`config.mk`:
```
export PLATFORM = sky130hd
export DESIGN_NAME = bank_addr_gen
export DESIGN_NICKNAME = d
export VERILOG_FILES = /design/src/rtl/bank_addr_gen_pkg.sv /design/src/rtl/bag_form.sv /design/src/rtl/bag_fold.sv /design/src/rtl/bank_addr_gen.sv
export SDC_FILE = /design/constraint.sdc
export NUM_CORES = 1
export LEC_CHECK = 0
export BUFFER_PORTS_ARGS = -buffer_cell sky130_fd_sc_hd__buf_2
export CAP_MARGIN = 10
export CORE_MARGIN = 2
export CORE_UTILIZATION = 40
export DETAILED_ROUTE_END_ITERATION = 10
export GPL_ROUTABILITY_DRIVEN = 0
export GPL_TIMING_DRIVEN = 0
export PLACE_DENSITY_LB_ADDON = 0.08
export SLEW_MARGIN = 20
export SYNTH_ARGS = -nofsm -noshare
export SYNTH_HDL_FRONTEND = slang
export SYNTH_SLANG_ARGS = --single-unit
```
`constraint.sdc`:
```
create_clock -name clk -period 1.8 [get_ports clk]
set_clock_uncertainty 0.1 [all_clocks]
set_input_delay 0.36 -clock clk [delete_from_list [all_inputs] [get_ports clk]]
set_output_delay 0.36 -clock clk [all_outputs]
set_load 0.005 [all_outputs]
```
`src/rtl/bank_addr_gen_pkg.sv`:
```
package bank_addr_gen_pkg;
    localparam int DIR_W     = 7;
    localparam int BANK_W    = 2;
    localparam int PTR_W     = 8;
    localparam int PHYS_W    = BANK_W + DIR_W;
    localparam int COMMON_LO = 'h70;
    localparam int SPECIAL_N = 32;

    typedef struct packed {
        logic              wr_en;
        logic [PHYS_W-1:0] wr_addr;
    } wr_state_t;
endpackage

```
`src/rtl/bag_form.sv`:
```
module bag_form #(
    parameter int DIR_W  = 7,
    parameter int BANK_W = 2,
    parameter int PTR_W  = 8,
    localparam int PHYS_W = BANK_W + DIR_W
) (
    input  logic              clk,
    input  logic              rst_n,
    input  logic [DIR_W-1:0]  dir_addr,
    input  logic [BANK_W-1:0] bank_sel,
    input  logic [PTR_W-1:0]  ptr,
    input  logic              ind_bank,
    output logic [PHYS_W-1:0] eff_addr,
    output logic              indirect
);
    always_comb begin
        indirect = (dir_addr == '0);
        if (indirect) begin
            eff_addr = {ind_bank, ptr};
        end else begin
            eff_addr = {bank_sel, dir_addr};
        end
    end

    AST_INDIRECT_ON_ZERO: assert property (@(posedge clk) disable iff (!rst_n)
        indirect |-> (eff_addr[PTR_W-1:0] == ptr));
    AST_DIRECT_BANK: assert property (@(posedge clk) disable iff (!rst_n)
        !indirect |-> (eff_addr[PHYS_W-1:DIR_W] == bank_sel));
endmodule

```
`src/rtl/bag_fold.sv`:
```
module bag_fold #(
    parameter int  DIR_W     = 7,
    parameter int  BANK_W    = 2,
    parameter int  COMMON_LO = 'h70,
    parameter int  SPECIAL_N = 32,
    parameter bit  FOLD_EN   = 1'b1,
    localparam int PHYS_W    = BANK_W + DIR_W
) (
    input  logic              clk,
    input  logic              rst_n,
    input  logic [PHYS_W-1:0] eff_addr,
    input  logic              indirect,
    output logic [PHYS_W-1:0] phys_addr,
    output logic              null_hit,
    output logic              special_hit
);
    logic [DIR_W-1:0] offset;
    assign offset = eff_addr[DIR_W-1:0];

    generate
        if (FOLD_EN) begin : g_fold
            always_comb begin
                if (offset >= DIR_W'(COMMON_LO)) begin
                    phys_addr = {{BANK_W{1'b0}}, offset};
                end else begin
                    phys_addr = eff_addr;
                end
            end
        end else begin : g_nofold
            assign phys_addr = eff_addr;
        end
    endgenerate

    always_comb begin
        null_hit    = indirect && (offset == '0);
        special_hit = !null_hit && (offset < DIR_W'(SPECIAL_N));
    end

    AST_COMMON_FOLD: assert property (@(posedge clk) disable iff (!rst_n)
        (FOLD_EN && phys_addr[DIR_W-1:0] >= DIR_W'(COMMON_LO))
            |-> (phys_addr[PHYS_W-1:DIR_W] == '0));
    AST_SPECIAL_RANGE: assert property (@(posedge clk) disable iff (!rst_n)
        special_hit |-> (phys_addr[DIR_W-1:0] < DIR_W'(SPECIAL_N)));
    AST_NULL_ONLY_INDIRECT: assert property (@(posedge clk) disable iff (!rst_n)
        null_hit |-> (indirect && !special_hit));
endmodule

```
`src/rtl/bank_addr_gen.sv`:
```
module bank_addr_gen
    import bank_addr_gen_pkg::*;
(
    input  logic              clk,
    input  logic              rst_n,
    input  logic              req_rd,
    input  logic              req_wr,
    input  logic [DIR_W-1:0]  dir_addr,
    input  logic [BANK_W-1:0] bank_sel,
    input  logic [PTR_W-1:0]  ptr,
    input  logic              ind_bank,
    output logic [PHYS_W-1:0] mem_addr,
    output logic              mem_rd_en,
    output logic              rd_force_zero,
    output logic              is_special,
    output logic              is_indirect,
    output logic [PHYS_W-1:0] wr_addr,
    output logic              wr_en
);
    logic [PHYS_W-1:0] eff_addr;
    logic              indirect;
    logic [PHYS_W-1:0] phys_addr;
    logic              null_hit;
    logic              special_hit;
    wr_state_t         st_d;
    wr_state_t         st_q;

    bag_form #(
        .DIR_W (DIR_W),
        .BANK_W(BANK_W),
        .PTR_W (PTR_W)
    ) form_i (
        .clk     (clk),
        .rst_n   (rst_n),
        .dir_addr(dir_addr),
        .bank_sel(bank_sel),
        .ptr     (ptr),
        .ind_bank(ind_bank),
        .eff_addr(eff_addr),
        .indirect(indirect)
    );

    bag_fold #(
        .DIR_W    (DIR_W),
        .BANK_W   (BANK_W),
        .COMMON_LO(COMMON_LO),
        .SPECIAL_N(SPECIAL_N),
        .FOLD_EN  (1'b1)
    ) fold_i (
        .clk        (clk),
        .rst_n      (rst_n),
        .eff_addr   (eff_addr),
        .indirect   (indirect),
        .phys_addr  (phys_addr),
        .null_hit   (null_hit),
        .special_hit(special_hit)
    );

    always_comb begin
        st_d         = st_q;
        st_d.wr_en   = req_wr && !null_hit;
        st_d.wr_addr = st_d.wr_en ? phys_addr : st_q.wr_addr;
    end

    always_ff @(posedge clk or negedge rst_n) begin
        if (!rst_n) begin
            st_q <= '0;
        end else begin
            st_q <= st_d;
        end
    end

    assign mem_addr      = phys_addr;
    assign mem_rd_en     = req_rd && !null_hit;
    assign rd_force_zero = req_rd && null_hit;
    assign is_special    = special_hit;
    assign is_indirect   = indirect;
    assign wr_addr       = st_q.wr_addr;
    assign wr_en         = st_q.wr_en;

    AST_WRITE_FOLLOWS: assert property (@(posedge clk) disable iff (!rst_n)
        (req_wr && !null_hit) |=> (wr_en && wr_addr == $past(mem_addr)));
    AST_NO_SPURIOUS_WRITE: assert property (@(posedge clk) disable iff (!rst_n)
        !(req_wr && !null_hit) |=> !wr_en);
    AST_NULL_READ: assert property (@(posedge clk) disable iff (!rst_n)
        rd_force_zero |-> (!mem_rd_en && is_indirect));
    AST_RD_NEEDS_REQ: assert property (@(posedge clk) disable iff (!rst_n)
        (mem_rd_en || rd_force_zero) |-> req_rd);
    AST_ONE_REQ: assert property (@(posedge clk) disable iff (!rst_n)
        !(req_rd && req_wr));
endmodule

```
=== Word-level counts from Yosys, hierarchy flattened ===
Cells that the tools add are included.

* Magnitude comparators: 2
* Muxes and demuxes: 2
* Reductions and logical operators: 8

{| class="wikitable"
|+ Operators with widths
! kind !! number
|-
| $mux 9 || 2
|-
| $logic_not 7->1 || 2
|-
| $ge 7x7->1 const B || 1
|-
| $lt 7x6->1 const B || 1
|-
| $logic_and 1x1->1 || 5
|-
| $logic_not 1->1 || 1
|}

* Flip-flop bits (word level): 10
* Input bits: 22
* Output and inout bits: 23
* Logic and storage cells: 14

=== Depth between registers and ports, before layout ===
* Depth in word-level cells: 6
* Mapped depth: 6
* Gate-level depth less buffers: 4

=== Cells and area by module ===
From an unflattened synthesis, not the netlist that was laid out.

* Cell total of the unflattened synthesis: 48
* Area total of the unflattened synthesis: 650.6 µm²

{| class="wikitable"
|+ Modules (own cells, without submodules)
! module !! instances !! cells each !! area an instance (µm²) !! seq. area each (µm²)
|-
| bank_addr_gen || 1 || 23 || 415.4 || 250.2
|-
| bag_form || 1 || 11 || 123.9 || 0.0
|-
| bag_fold || 1 || 14 || 111.4 || 0.0
|}

=== Worst setup path before layout ===
Ideal clock, no wire load.

* Path type: input to register
* Start point: input ptr[6]
* End point: register st_q, in the netlist wr_addr[0]
* Setup time: 125 ps
* Arrival: 1588 ps
* Data required time: 1575 ps
* Slack: -13 ps
* Stages: 5
* Path buffers: 1
* Cells stage by stage: or4_4 nor4_4 a21boi_2 buf_6 mux2_4

{| class="wikitable"
|+ RTL lines
! what !! line !! text
|-
| start, declared || bank_addr_gen.sv:10 || <nowiki>input logic [PTR_W-1:0] ptr,</nowiki>
|-
| end signal, assigned || bank_addr_gen.sv:69 || <nowiki>st_q <= st_d;</nowiki>
|-
| end, declared || bank_addr_gen.sv:26 || <nowiki>wr_state_t st_q;</nowiki>
|}

=== Worst setup path after layout ===
* Start point: input ptr[6]
* End point: output is_special

* Longest elaborated chain between the ends: 5
* Elaborated cells on any way between the ends: 6
* Those cells by class: 1 x order compare; 1 x mux; 4 x reduce/logical

{| class="wikitable"
|+ RTL lines
! what !! line !! text
|-
| $mux 9 * || bag_form.sv:18 || <nowiki>if (indirect) begin</nowiki>
|-
| branches (longest 3 deep; another with $lt 7x6->1) || - ||
|-
| $logic_and 1x1->1 * || bag_fold.sv:36 || <nowiki>special_hit = !null_hit && (offset < DIR_W'(SPECIAL_N));</nowiki>
|-
| end, declared || bank_addr_gen.sv:15 || <nowiki>output logic is_special,</nowiki>
|}

Every way passes the cells marked *.

==> flow_summary.ini <==
[status]
status = complete, but fails checks
violations = negative setup slack

[critical_path]
endpoint_kind = output port
path_cells = buf_8 > or4_4 > nor4_4 > and2_4 > nor4_1 > buf_2
critPathLaunchType = primary input
crit_start = ptr[6]
crit_fanout = 3
crit_type = primary input to output port
slowest_delay_ns = 0.54
reg2reg_from = wr_addr[0]$_DFFE_PN0P_
crit_slowest_cell = or4_4
cp.required_ns = 1.34
cp.arrival_ns = 1.52

[die]
start_util_pct = 43.10
coreArea_sq_mm = 0.001524
rows = 14
fp.dieW_um = 44.53
dieArea_sq_mm = 0.001982
die_y_um = 44.53
ios = 45

[global_routing]
grt_pass1_wl_mm = 3.036
track_usage_pct = 21.16
grt_max_degree = 11
overflow = 0
grt_pass1_vias = 681
antenna_found_initial = 0

[drt]
route.detailed.drc = 0
drtAntennaViolNets = 0
drt_wl_total_mm = 1.832
drtIter0Drc = 4
routedWlPerCell_um = 14.31
firstDrtPassIters = 3
vias = 663
post_drt_via_cell_ratio = 5.180

[synth]
synth_edf_count = 0
synth-main-ff-cell = dfrtp_1
ys_ff_latch = 10
synth.mux.area_fraction_pct = 19.81
yosys.area_share.adder_pct = 0
synth_simple_gate_area_share_pct = 19.81
yosys_warnings = 0
synthCells = 54
synth_top_family_by_area = simple AND/OR/NAND/NOR gates
yosysSeqAreaShare_pct = 38.10
synth_area_sq_um = 656.9
synth_xor_area_share_pct = 0
syn_area_per_cell_sq_um = 12.16
ys_types = 25
synth_compound_area_share_pct = 16.95
syn_nets = 76
async_reset_ff_share_pct = 100.0

[cells_and_area]
n_antenna_cell = 0
fin_area_sq_mm = 0.001076
final_cells = 128
fin_nets = 135
area_growth_pct = 63.81
drive_gt1_share_pct = 67.86

[timing]
setup_viol = 5
grt_setup_unrepaired = true
tns_ns = -0.7076
fin_hold_ws_ns = 0.3356
fin_crit_ns = 1.984
slew_violations = 0
min_period_over_period_pct = 110.2
fin_ws_ns = -0.1838
report.final.hold_viol_count = 0
slew_headroom_pct = 81.10
tightestPinTransition_ns = 0.2821
max_freq_ghz = 0.5041

[clocking]
root_buffer = clkbuf_4
clk_pin_slew_worst_paths_ns = 0.06
numCtsBuffers = 3
cts_tree = yes
clock_path_buffers = 2
clk_latency_ns = 0.26
h-tree-depth = 1
numClockSinks = 10

[place]
dp_slack_ns = -0.2609
placed_area_sq_um = 897.1
placed_cells = 114
dpl.hpwl_mm = 1.365
port_buffers = 44

[power]
power.leakage_nw = 0.5976
powerDensity_mw_per_mm2 = 597.9
irDropWorstVdd_v = 0.0004791

[flow_run]
maxCapViolations = 0

[hold_path]
hold_class = primary input to flip-flop
min_from = dir_addr[6]
## logic make-up (layout without fill, tap and decap cells)
| kind of cell | after synthesis | after routing |
|---|---|---|
| muxes | 9 | 9 |
| DFF | 10 | 10 |
| buffers and inverters | 7 | 65 |
| and+or+nand+nor | 14 | 14 |
| AOI/OAI and AO/OA | 14 | 14 |
## cells in the final DEF, fill, tap and decap left out, types with 2 or more instances in the layout
| cell type | Yosys | layout |
|---|---|---|
| buf_2 | 1 | 38 |
| dfrtp_1 | 10 | 10 |
| buf_4 | 0 | 9 |
| mux2_4 | 8 | 8 |
| buf_6 | 1 | 7 |
| inv_1 | 5 | 5 |
| a21o_1 | 4 | 4 |
| clkbuf_4 | 0 | 3 |
| nor4_4 | 2 | 2 |
| and2_4 | 0 | 2 |
| a31oi_1 | 2 | 2 |
| and3_1 | 2 | 2 |
| a21boi_0 | 2 | 2 |
| o22a_1 | 2 | 2 |
## sequential cells by signal, indices dropped and copies added, names as in the netlist
register,flops
wr_addr,9
wr_en,1
## metrics by stage
stage,power (W),utilization (%)
after floorplan,0.0003332,-
after global placement,0.0004138,58.87
after detailed placement,0.0004174,58.87
after CTS,0.0006413,68.80
after global routing,0.0006790,70.61
final,0.0006434,70.61
## synthesized netlist by cell type, types with 2 or more instances
library cell  number  area share [%]
a21boi_0           2             2.3
a21o_1             4             4.6
a31oi_1            2             1.9
and2_1             2             1.9
and3_1             2             1.9
dfrtp_1           10              38
inv_1              5             2.9
mux2_4             8              18
nor4_4             2             6.5
o22a_1             2             2.7
## report_power, final
group	total (W)	leakage, nW	switching (W)	internal, W
Clock	0.000200	0.0210	0.0000772	0.000123
Combinational	0.000184	0.459	0.0000732	0.000111
Sequential	0.000259	0.117	0.0000122	0.000247
## worst paths after layout
path / endpoint / slack (ns) / depth (start not counted)
max reg2reg: wr_addr[0]$_DFFE_PN0P_ / 0.93 / 1
min: wr_addr[6]$_DFFE_PN0P_ / 0.34 / 3
max: is_special / -0.18 / 6
max in group asynchronous: wr_addr[6]$_DFFE_PN0P_ / 1.02 / 2
min reg2reg: wr_addr[5]$_DFFE_PN0P_ / 0.42 / 1
min in group asynchronous: wr_addr[1]$_DFFE_PN0P_ / 0.39 / 2
## metal layers
metal | up-vias | wire, um | part of all wire, % | GRT usage [%]
met5 | - | 0 | 0 | 0
met4 | 0 | 5 | 0.27 | 5.455
met3 | 2 | 88 | 4.8 | 5.306
met2 | 20 | 967 | 53 | 36.81
met1 | 324 | 772 | 42 | 25.84
li1 | 317 | - | - | -
## layout make-up
class / instances / area, sq um
plain buffers: 1 / 11.26
clock buffers: 4 / 36.28
fillers: 131 / 447.9
inverters: 5 / 18.77
multi-input cells: 37 / 389.1
flip-flops and latches: 10 / 250.2
well taps: 16 / 20.02
repair buffers: 55 / 350.3
## worst max-delay path: cells and delay by family
kind / cells / cell delay [ns]
buffers and inverters: 2 / 0.22
and+or+nand+nor: 4 / 0.94
## timing repair
item / CTS / global route
endpoints found under the hold margin: 10 / 0
cloned: 0 / 1
pin swaps: 8 / 3
setup buffers: 7 / 3
resized for setup: 15 / 7
endpoints found under the setup margin: 12 / 19
hold buffers: 1 / 0
(Power assumes the default switching activity.)
